## src/rtl/cap_fifo_pkg.sv

```systemverilog
package cap_fifo_pkg;
  localparam int unsigned CAP_W     = 32;
  localparam int unsigned CAP_DEPTH = 16;

  typedef enum logic [1:0] {
    OP_IDLE = 2'b00,
    OP_PUSH = 2'b01,
    OP_POP  = 2'b10,
    OP_BOTH = 2'b11
  } fifo_op_e;
endpackage

```

## src/rtl/cap_fifo_ctrl.sv

```systemverilog
module cap_fifo_ctrl
  import cap_fifo_pkg::*;
#(
  parameter int unsigned DEPTH = CAP_DEPTH,
  localparam int unsigned AW = (DEPTH > 1) ? $clog2(DEPTH) : 1,
  localparam int unsigned CW = $clog2(DEPTH + 1)
) (
  input  logic          clk_i,
  input  logic          rst_ni,
  input  logic          cap_i,
  input  logic          rd_i,
  input  logic          clr_i,
  output logic          we_o,
  output logic [AW-1:0] waddr_o,
  output logic [AW-1:0] raddr_o,
  output logic          pop_o,
  output logic [CW-1:0] level_o,
  output logic          full_o,
  output logic          empty_o,
  output logic          drop_o
);
  logic [AW-1:0] wptr_q, rptr_q;
  logic [CW-1:0] cnt_q;
  logic          drop_q;
  logic          push, pop, discard;
  fifo_op_e      op;

  function automatic logic [AW-1:0] ptr_inc(input logic [AW-1:0] p);
    return (p == AW'(DEPTH - 1)) ? '0 : p + 1'b1;
  endfunction

  assign full_o  = (cnt_q == CW'(DEPTH));
  assign empty_o = (cnt_q == '0);

  // clear wins over everything; a pop frees room for a same-cycle push
  assign pop     = rd_i && !empty_o && !clr_i;
  assign push    = cap_i && !clr_i && (!full_o || pop);
  assign discard = cap_i && !clr_i && full_o && !pop;
  assign op      = fifo_op_e'({pop, push});

  always_ff @(posedge clk_i or negedge rst_ni) begin
    if (!rst_ni) begin
      wptr_q <= '0;
      rptr_q <= '0;
      cnt_q  <= '0;
      drop_q <= 1'b0;
    end else if (clr_i) begin
      wptr_q <= '0;
      rptr_q <= '0;
      cnt_q  <= '0;
      drop_q <= 1'b0;
    end else begin
      if (push) wptr_q <= ptr_inc(wptr_q);
      if (pop)  rptr_q <= ptr_inc(rptr_q);
      unique case (op)
        OP_PUSH: cnt_q <= cnt_q + 1'b1;
        OP_POP:  cnt_q <= cnt_q - 1'b1;
        default: cnt_q <= cnt_q;
      endcase
      if (discard) drop_q <= 1'b1;
    end
  end

  assign we_o    = push;
  assign waddr_o = wptr_q;
  assign raddr_o = rptr_q;
  assign pop_o   = pop;
  assign level_o = cnt_q;
  assign drop_o  = drop_q;


  level_in_range_chk: assert property (@(posedge clk_i) disable iff (!rst_ni)
    level_o <= CW'(DEPTH));

  full_empty_excl_chk: assert property (@(posedge clk_i) disable iff (!rst_ni)
    !(full_o && empty_o));

  drop_on_discard_chk: assert property (@(posedge clk_i) disable iff (!rst_ni)
    (cap_i && !rd_i && !clr_i && full_o) |=> drop_o);

  drop_sticky_chk: assert property (@(posedge clk_i) disable iff (!rst_ni)
    (drop_o && !clr_i) |=> drop_o);

  clear_empties_chk: assert property (@(posedge clk_i) disable iff (!rst_ni)
    clr_i |=> (empty_o && !drop_o && level_o == '0));

  empty_read_noop_chk: assert property (@(posedge clk_i) disable iff (!rst_ni)
    (rd_i && !cap_i && !clr_i && empty_o) |=> (empty_o && $stable(level_o)));

  full_swap_chk: assert property (@(posedge clk_i) disable iff (!rst_ni)
    (cap_i && rd_i && !clr_i && full_o && !drop_o) |=> (full_o && !drop_o));
endmodule

```

## src/rtl/cap_fifo_store.sv

```systemverilog
module cap_fifo_store
  import cap_fifo_pkg::*;
#(
  parameter int unsigned WIDTH = CAP_W,
  parameter int unsigned DEPTH = CAP_DEPTH,
  localparam int unsigned AW = (DEPTH > 1) ? $clog2(DEPTH) : 1
) (
  input  logic             clk_i,
  input  logic             rst_ni,
  input  logic             we_i,
  input  logic [AW-1:0]    waddr_i,
  input  logic [WIDTH-1:0] wdata_i,
  input  logic [AW-1:0]    raddr_i,
  input  logic             pop_i,
  input  logic             empty_i,
  output logic [WIDTH-1:0] rdata_o
);
  logic [WIDTH-1:0] mem_q [DEPTH];
  logic [WIDTH-1:0] last_q;
  logic [WIDTH-1:0] head;

  always_ff @(posedge clk_i) begin
    if (we_i) mem_q[waddr_i] <= wdata_i;
  end

  assign head = mem_q[raddr_i];

  always_ff @(posedge clk_i or negedge rst_ni) begin
    if (!rst_ni)    last_q <= '0;
    else if (pop_i) last_q <= head;
  end

  // drained buffer keeps showing the value software took last
  assign rdata_o = empty_i ? last_q : head;


  hold_when_empty_chk: assert property (@(posedge clk_i) disable iff (!rst_ni)
    (empty_i && !we_i) |=> $stable(rdata_o));
endmodule

```

## src/rtl/cap_fifo.sv

```systemverilog
module cap_fifo
  import cap_fifo_pkg::*;
#(
  parameter int unsigned WIDTH = CAP_W,
  parameter int unsigned DEPTH = CAP_DEPTH,
  localparam int unsigned AW = (DEPTH > 1) ? $clog2(DEPTH) : 1,
  localparam int unsigned CW = $clog2(DEPTH + 1)
) (
  input  logic             clk_i,
  input  logic             rst_ni,
  input  logic             cap_i,
  input  logic [WIDTH-1:0] cap_data_i,
  input  logic             rd_i,
  input  logic             clr_i,
  output logic [WIDTH-1:0] rd_data_o,
  output logic [CW-1:0]    level_o,
  output logic             full_o,
  output logic             empty_o,
  output logic             drop_o
);
  logic          we, pop;
  logic [AW-1:0] waddr, raddr;

  cap_fifo_ctrl #(.DEPTH(DEPTH)) u_ctrl (
    .clk_i   (clk_i),
    .rst_ni  (rst_ni),
    .cap_i   (cap_i),
    .rd_i    (rd_i),
    .clr_i   (clr_i),
    .we_o    (we),
    .waddr_o (waddr),
    .raddr_o (raddr),
    .pop_o   (pop),
    .level_o (level_o),
    .full_o  (full_o),
    .empty_o (empty_o),
    .drop_o  (drop_o)
  );

  cap_fifo_store #(.WIDTH(WIDTH), .DEPTH(DEPTH)) u_store (
    .clk_i   (clk_i),
    .rst_ni  (rst_ni),
    .we_i    (we),
    .waddr_i (waddr),
    .wdata_i (cap_data_i),
    .raddr_i (raddr),
    .pop_i   (pop),
    .empty_i (empty_o),
    .rdata_o (rd_data_o)
  );
endmodule

```

## config.mk

```make
export PLATFORM = sky130hd
export DESIGN_NAME = cap_fifo
export DESIGN_NICKNAME = d
export VERILOG_FILES = /design/src/rtl/cap_fifo_pkg.sv /design/src/rtl/cap_fifo_ctrl.sv /design/src/rtl/cap_fifo_store.sv /design/src/rtl/cap_fifo.sv
export SDC_FILE = /design/constraint.sdc
export NUM_CORES = 1
export LEC_CHECK = 0
export ABC_AREA = 1
export BUFFER_PORTS_ARGS = -buffer_cell sky130_fd_sc_hd__buf_2
export CORE_MARGIN = 5
export CORE_UTILIZATION = 55
export CTS_BUF_LIST = sky130_fd_sc_hd__clkbuf_8
export CTS_CLUSTER_DIAMETER = 150
export DETAILED_ROUTE_END_ITERATION = 10
export PLACE_DENSITY_LB_ADDON = 0.25
export SYNTH_ARGS = -nofsm -noshare
export SYNTH_HDL_FRONTEND = slang
export SYNTH_HIERARCHICAL = 1
export SYNTH_SLANG_ARGS = --single-unit
```

## constraint.sdc

```tcl
create_clock -name clk_i -period 3.3 [get_ports clk_i]
set_input_delay 0.825 -clock clk_i [delete_from_list [all_inputs] [get_ports clk_i]]
set_output_delay 0.825 -clock clk_i [all_outputs]
set_load 0.01 [all_outputs]
```

-- Word level (Yosys, flattened, before mapping)
Memories as Yosys holds them, arrays and structs flattened.
Cells that the tools add are included.
- reductions and logical operators: 16
- equal/unequal tests: 5
- multiplexer cells: 13
- add/sub/neg operators: 4
- operators by type and width (operator ; count):
    $mux W32 ; 1
    $mux W4 ; 6
    $pmux W5 S2 ; 1
    $add A4 B1 Y4 const B ; 2
    $eq A4 B4 Y1 const B ; 2
    $logic_and A1 B1 Y1 ; 6
    $reduce_bool A2 Y1 ; 3
    $add A5 B1 Y5 const B ; 1
    $eq A5 B5 Y1 const B ; 1
    $logic_not A5 Y1 ; 1
    $mux W5 ; 1
    $sub A5 B1 Y5 const B ; 1
    $logic_not A1 Y1 ; 4
    $mux W1 ; 4
    $reduce_bool A3 Y1 ; 1
    $eq A2 B1 Y1 const B ; 1
    $eq A2 B2 Y1 const B ; 1
    $logic_or A1 B1 Y1 ; 1
- word-level logic and storage cells: 44
- bits in writable memories: 512
- bits of input ports: 37
- output and inout port bits: 40
- memories: 1
- register bits after elaboration: 46
- memories (name ; words ; bits a word ; rd ports ; clocked after Yosys merged registers in ; wr ports ; line ; RTL):
    u_store.mem_q ; 16 ; 32 ; 1 ; 0 ; 1 ; cap_fifo_store.sv:18 ; logic [WIDTH-1:0] mem_q [DEPTH];

-- Depth between registers and ports, before layout
Gate-level depths: netlist (run 1).
- word-level depth: 9
- gate-level depth with buffers: 14
- depth with buffers taken out: 14

-- Modules after synthesis
The synthesis (run 1) kept the hierarchy.
- by module, submodules not included (module ; area an instance (um2) ; cells each ; sequential area each (um2) ; instances):
    cap_fifo_store ; 23677.7 ; 2328 ; 16175.5 ; 1
    cap_fifo_ctrl ; 973.4 ; 114 ; 350.3 ; 1

-- Least setup slack after synthesis (run 1)
No wires, ideal clock.
- path kind: input -> register
- start: in cap_i
- end: mem u_store/mem_q[12][0] (netlist bit), enable pin
- stages: 6
- setup time: 0.421 ns
- setup slack: -0.007 ns
- required time: 2.879 ns
- buffers on the path: 0
- arrival time: 2.885 ns
- cells stage by stage: inv_1 -> nor2_1 -> nand2_4 -> inv_4 -> nand3_1 -> nor2_1
- word-level cells in the longest chain between the ends: 4
- RTL lines (item ; line ; RTL):
    from (decl) ; cap_fifo.sv:11 ; input logic cap_i,
    $logic_and A1 B1 Y1 (2 in a row) ; cap_fifo_ctrl.sv:37 ; assign push = cap_i && !clr_i && (!full_o || pop);
    named net we ; cap_fifo.sv:21 ; logic we, pop;
    $mux W1 ; cap_fifo_store.sv:23 ; if (we_i) mem_q[waddr_i] <= wdata_i;
    $mux W1 (implied by the code) ; cap_fifo_store.sv:23 ;
    to (decl) ; cap_fifo_store.sv:18 ;
The timed path passes the listed nets, and every way through them passes these cells.

-- Worst setup path after layout (run 1)
- start: reg u_ctrl.rptr_q[0], in the netlist u_ctrl/raddr_o[0]
- end: out rd_data_o[29]
- word-level cells in the longest chain between the ends: 2
- RTL lines (item ; line ; RTL):
    from (decl) ; cap_fifo_ctrl.sv:22 ; logic [AW-1:0] wptr_q, rptr_q;
    from (signal assigned) ; cap_fifo_ctrl.sv:54 ; if (pop) rptr_q <= ptr_inc(rptr_q);
    $mem_v2 Z16 W32 ; -- ;
    $mux W32 ; cap_fifo_store.sv:34 ; assign rdata_o = empty_i ? last_q : head;
    to (decl) ; cap_fifo.sv:15 ; output logic [WIDTH-1:0] rd_data_o,
Every way passes these cells.

==> results of run 1 <==
-- state kept, by name, indices dropped and copies added (netlist names) --
name,flops
u_store/last_q,32
u_ctrl/drop_o,1
u_ctrl/waddr_o,4
u_ctrl/raddr_o,4
u_ctrl/level_o,5
u_store/mem_q,512
-- metrics by stage --
stage | hold slack, ns | setup TNS (ns) | instances | util | total power [µW]
after floorplan | 0.449 | -2.15 | 2442 | - | 12400
after global placement | 0.462 | 0 | 3049 | 0.583 | 14000
after detailed placement | 0.465 | 0 | 3049 | 0.583 | 14100
after CTS | 0.253 | -0.0260 | 3232 | 0.633 | 20300
after global routing | 0.283 | -1.02 | 3244 | 0.641 | 21700
final | 0.268 | 0 | 3244 | 0.641 | 20600
-- kinds of logic (layout without fill, tap and decap cells) --
group	Yosys count	count (layout)	share of synthesized area
AO/OA/AOI/OAI	15	15	0.00401
AND/OR/NAND/NOR	1334	1334	0.228
adder cells (fa/ha/maj)	6	6	0.00335
XOR/XNOR	3	3	0.00107
other	0	1	0
flip-flops	558	558	0.670
buffers and inverters	526	735	0.0932
-- power by group --
part           leakage [µW]  switching [µW]  total, µW  internal, µW
clock              0.000956            2720       5420          2710
sequential          0.00519             191       8220          8030
combinational       0.00644            4450       6980          2530
-- metal layers --
layer	wire length, µm	part of all wire	vias up
met5	0	0	-
met4	2640	0.040	0
met3	4850	0.074	175
met2	32800	0.50	849
met1	25300	0.39	8514
li1	-	-	8138
-- synth_stat cells (5+ instances only) --
| master | count |
|---|---|
| buf_1 | 14 |
| nor2_1 | 23 |
| inv_1 | 401 |
| buf_2 | 52 |
| nand2_1 | 892 |
| clkbuf_1 | 18 |
| buf_4 | 7 |
| nand3_1 | 402 |
| ha_1 | 5 |
| buf_6 | 28 |
| edfxtp_1 | 512 |
| dfrtp_1 | 46 |
-- path summary, 6_finish.rpt --
| kind | cells after the start | slack [ns] | to | startpoint |
|---|---|---|---|---|
| setup / recovery | 11 | 0.04 | rd_data_o[29] | u_ctrl/raddr_o[0] |
| hold / removal | 1 | 0.27 | u_store/last_q[28] | rst_ni |
| setup reg to reg | 9 | 0.83 | u_store/mem_q[7][25] | u_ctrl/level_o[0] |
| hold reg to reg | 2 | 0.48 | u_store/last_q[19] | u_store/last_q[19] |
| max in group asynchronous | 2 | 2.22 | u_store/last_q[15] | rst_ni |
| min in group clk_i | 2 | 0.48 | u_store/last_q[19] | u_store/last_q[19] |
-- what timing repair did --
action / CTS / global route
setup endpoints to repair: 32 / 32
cloned: 11 / 7
resized for setup: 28 / 69
pin swaps: 0 / 8
buffers inserted: 8 / 6
-- layout make-up --
type                       instances  area, µm²  share of cell area
clock inverter                    68        313              0.0110
inverter                         406       1570              0.0552
timing repair buffer             163       1750              0.0615
antenna                            1       2.50           0.0000880
multi-input combinational       1358       6160               0.217
clock buffer                      96       1320              0.0465
tap                              592        741              0.0261
timing repair inverter             2       36.3             0.00128
sequential                       558      16500               0.582
==> summary.md, run 1 <==
| Metric | Value |
|---|---|
| First-pass GRT wire length | `99400 µm` |
| Fillers | `around 3400` |
| CP Cell Sequence | `buf_12, inv_16, buf_16, nand2_1, nand3_1, nand3_1, nand3_1, nand2_1, nand2_1, nand2_1, buf_2` |
| Max stage delay cell, worst path | `dfrtp_4` |
| Slowest stage delay, CP | `~0.49 ns` |
| Buffers plus inverters on the worst setup path | `4` |
| Pre-CTS setup slack | `between 0.4 and 0.5 ns` |
| Via count | `17676` |
| Leak pwr | `0.0126 µW` |
| Hold Fails Final Rpt | `0` |
| Synth Flop Type | `edfxtp_1` |
| Hold Path Class | `input port to async pin` |
| Dominant cells by area after synthesis | `edfxtp_1, nand2_1, nand3_1` |
| Latest clock arrival within the worst-skew pair | `around 0.7 ns` |
| Nets | `2622` |
| Rel. slew slack | `0.434` |
| Clk_skew | `slightly above 0.04 ns` |
| Initial antenna violation count | `1` |
| Worst-path maximum fanout | `19` |
| Gr busiest metal | `met2` |
| Unique masters post-synth | `35` |
| Via density | `~5.4` |
| Die Footprint | `slightly below 50000 µm²` |
| Critical Path Sink Type | `output pin` |
| Post-synth EDFFs | `just over 500` |
| Register area share after synthesis | `0.670` |
| Gr ovfl total | `0` |
| Proportion of layout cells with a drive suffix above 1 | `0.139` |
| Placed instance area | `about 26000 µm²` |
| Crit path time final | `3.26 ns` |
| Dpl hpwl | `~35000 µm` |
| Cell Area, Synth | `24700 µm²` |
| Clk sink count | `between 500 and 600` |
| Top cell type's share of synthesized area | `0.624` |
| GR Util All Layers | `0.259` |
| Most common cell after layout, fill and taps aside | `nand2_1` |
| Core area | `44300 µm²` |
| Syn_nets | `about 2500` |
| TritonCTS clock tree | `yes` |
| Post-synth top area cell | `edfxtp_1` |
| Req. time, crit path | `approximately 2.5 ns` |
| CTS root buf | `clkbuf_8` |
| GRT met2 Usage | `0.448` |
| Top cell by count, worst path | `nand2_1` |
| IO Port Bufs | `between 70 and 80` |
| Final setup vio count | `0` |
| Clock-pin slew on the worst setup and hold paths | `around 0.06 ns` |
| RePlAce Congestion | `roughly 0.83` |
| Setup WS post-layout | `a little over 0.04 ns` |
| Final instance area | `between 20000 and 30000 µm²` |
| Number of cell rows | `just under 80` |
| Peak VDD IR | `between 400 and 500 µV` |
| Worst-Margin Slew | `0.849 ns` |
| Setup crit start kind | `flop` |
| Initial core utilization | `0.556` |
| Syn_area_per_cell | `between 10 and 15 µm²` |
| Status | `completed` |
| WL/cell | `about 20 µm` |
| Synth Warn # | `6` |
| Die height | `222 µm` |
| CTS buffer count | `90` |
| Critical setup path kind | `flop to output pin` |
| Family with the most delay on the worst path | `simple AND/OR/NAND/NOR gates` |
| Die width | `around 220 µm` |
| Max Buffers Root-to-Sink | `3` |
| Post-route DRC | `0` |
| Commonest non-fill, non-tap cells in the layout | `nand2_1, edfxtp_1, inv_1` |
| Routed Antenna Nets | `0` |
| Met1 usage | `0.335` |
| I/O pin total | `77` |
| CTS Hold Buffers Added | `0` |
| F_max | `a little over 300 MHz` |
| Routed WL | `65600 µm` |
| Post-synth ARST share | `0.0824` |
| GR Util met3 | `0.0368` |
| Drt first pass iters | `5` |
| Synth Register Bits | `~560` |
| Mapped Cells | `roughly 2400` |
| Max-cap violations | `0` |
| H-tree lvl count | `3` |
| P&R area growth vs syn | `15.3%` |
| Via count of the first global-routing pass | `about 17000` |
| WP data arrival | `2.43 ns` |
| Cell Pwr Density | `~730 nW/µm²` |
| Fin crit share | `0.988` |
| First DRT Iteration DRCs | `1785` |
| Fin. max-slew vios | `0` |
| Largest net degree at the start of global routing | `70` |
| RSZ-0062 raised after global routing | `yes` |
Note: power is estimated with default switching activity, not from simulation.
==> run 2: changes to the inputs <==
--- a/config.mk
+++ b/config.mk
@@ -13,6 +13,7 @@
 export CTS_CLUSTER_DIAMETER = 150
 export DETAILED_ROUTE_END_ITERATION = 10
 export PLACE_DENSITY_LB_ADDON = 0.25
+export SETUP_SLACK_MARGIN = 0.05
 export SYNTH_ARGS = -nofsm -noshare
 export SYNTH_HDL_FRONTEND = slang
 export SYNTH_HIERARCHICAL = 1
==> summary.md, run 2 (synthesis results as in run 1) <==
| Metric | Value |
|---|---|
| Final setup vio count | `0` |
| Crit path time final | `3.27 ns` |
| Routed WL | `approximately 66000 µm` |
| Cell Pwr Density | `roughly 740 nW/µm²` |
| GR Util All Layers | `0.260` |
| Cell depth of the worst flop-to-flop path | `9` |
| H-tree lvl count | `3` |
| Most flops, register | `u_store/mem_q` |
| Leak pwr | `around 0.013 µW` |
| Initial core utilization | `0.556` |
| Clock-pin slew on the worst setup and hold paths | `approximately 0.06 ns` |
| Min-delay src | `u_store/last_q[8]` |
| Number of cell rows | `between 70 and 80` |
| CP Cell Sequence | `inv_12, buf_12, nand3_1, nand3_1, nand3_1, nand2_2, nand2_1, nand2_1, buf_2` |
| Fin crit share | `0.991` |
| Status | `completed` |
| Family with the most delay on the worst path | `simple AND/OR/NAND/NOR gates` |
| Ant diodes | `0` |
| Worst-path maximum fanout | `29` |
| Max Buffers Root-to-Sink | `3` |
| Slowest stage delay, CP | `slightly below 0.6 ns` |
| Post-route DRC | `0` |
| Routed Antenna Nets | `0` |
| Most common cell after layout, fill and taps aside | `nand2_1` |
| Via count of the first global-routing pass | `approximately 17000` |
| Max-cap violations | `0` |
| CTS root buf | `clkbuf_8` |
| WP data arrival | `approximately 2.5 ns` |
| Via count | `around 18000` |
| Final setup TNS | `0 ns` |
| Fin. max-slew vios | `0` |
| Clk sink count | `roughly 560` |
| Total design power | `~21000 µW` |
| RePlAce Congestion | `0.802` |
| Clk_skew | `slightly above 0.03 ns` |
| Fillers | `roughly 3300` |
| Rel. slew slack | `0.642` |
| Die width | `between 200 and 250 µm` |
| F_max | `306 MHz` |
| Peak VDD IR | `between 500 and 600 µV` |
| Via density | `~5.4` |
| Worst hold stages | `2` |
| Initial antenna violation count | `0` |
| I/O pin total | `77` |
| RR Endpoint | `u_store/mem_q[15][30]` |
| First-pass GRT wire length | `just under 100000 µm` |
| Critical setup path kind | `flop to output pin` |
| First DRT Iteration DRCs | `around 2200` |
| Worst-Margin Slew | `between 0.5 and 0.6 ns` |
| Critical Path Sink Type | `output pin` |
| Registers with the most flip-flops | `u_store/mem_q: 512 flops, u_store/last_q: 32 flops, u_ctrl/level_o: 5 flops` |
| Die height | `approximately 220 µm` |
| WL/cell | `20.2 µm` |
| Largest net degree at the start of global routing | `67` |
| Die Footprint | `~49000 µm²` |
| Pre-CTS setup slack | `about 0.4 ns` |
| Setup crit start kind | `flop` |
| Hold Path Sink | `u_store/last_q[8]` |
| TritonCTS clock tree | `yes` |
| Buffers plus inverters on the worst setup path | `3` |
| Proportion of layout cells with a drive suffix above 1 | `0.144` |
| RSZ-0062 raised after global routing | `yes` |
| Dpl hpwl | `roughly 33000 µm` |
| Reg2Reg Launch Point | `u_ctrl/level_o[0]` |
| Gr ovfl total | `0` |
| Top cell by count, worst path | `nand3_1` |
| Hold Path Class | `flop to flop` |
| IO Port Bufs | `76` |
| Commonest non-fill, non-tap cells in the layout | `nand2_1, edfxtp_1, inv_1` |
| Reg2Reg Setup Slack | `0.96 ns` |
| Hold Fails Final Rpt | `0` |
| CTS buffer count | `90` |
| Latest clock arrival within the worst-skew pair | `0.68 ns` |
| Setup WS post-layout | `around 0.030 ns` |
| Req. time, crit path | `about 2.5 ns` |
| Max stage delay cell, worst path | `dfrtp_4` |
| P&R area growth vs syn | `16.6%` |
| Nets | `between 2000 and 3000` |
| Max reg flops | `between 500 and 600` |
| Core area | `about 44000 µm²` |
| Drt first pass iters | `7` |
| Worst hold margin | `roughly 0.48 ns` |
[run 2: worst reg2reg max path: stages, from the launching register on]
cell and delay (ns):
dfrtp_1 0.46, nor2_4 0.08, nand3_4 0.12, nand3_4 0.15, nand2_4 0.11, nand2_4 0.06, inv_4 0.13, nand3_1 0.33
nor2_4 0.21, buf_4 0.36
[run 2: repair_timing]
| action | CTS | global route |
|---|---|---|
| pin swaps | 8 | 26 |
| cloned | 21 | 6 |
| resized for setup | 62 | 45 |
| endpoints found under the setup margin | 32 | 32 |
| hold buffers | 1 | 0 |
| setup buffers | 14 | 7 |
| hold endpoints to repair | 6 | 0 |
[run 2: worst max path at each step]
stage	startpoint	to	slack (ns)	cells past startpoint
after global placement	clr_i	u_store/mem_q[15][12]	0.50	9
after global routing	u_ctrl/raddr_o[0]	rd_data_o[13]	-0.08	12
final	u_ctrl/raddr_o[1]	rd_data_o[16]	0.03	9
after CTS	u_ctrl/raddr_o[0]	rd_data_o[19]	0.02	13
after detailed placement	clr_i	u_store/mem_q[15][11]	0.40	9
after floorplan	cap_i	u_store/mem_q[12][0]	-0.007	6
[run 2: area by class of cell]
cell class                 count  area (µm²)  area share
inverter                     406        1570      0.0546
timing repair buffer         176        2050      0.0714
sequential                   558       16500       0.575
multi-input combinational   1358        6200       0.216
clock buffer                  99        1360      0.0474
clock inverter                67         278     0.00966
tap                          592         741      0.0258
timing repair inverter         1        16.3    0.000566
[run 2: through the flow]
stage                     area [µm²]  instances  utilization
final                          28800       3257        0.649
after global routing           28800       3257        0.649
after CTS                      28400       3244        0.640
after detailed placement       25800       3042        0.582
after global placement         25800       3042        0.582
after floorplan                24700       2442            -
[run 2: power by group]
part,leakage [µW],internal (µW),switching (µW)
clock network,0.00102,2750,2650
registers,0.00519,8030,185
logic,0.00662,2900,4660
[run 2: routing by layer]
metal	vias to the layer above	GRT usage	wire [µm]
li1	8177	-	-
met1	8421	0.343	25900
met2	935	0.428	31600
met3	177	0.0571	6060
met4	0	0.0941	2260
met5	-	0	0
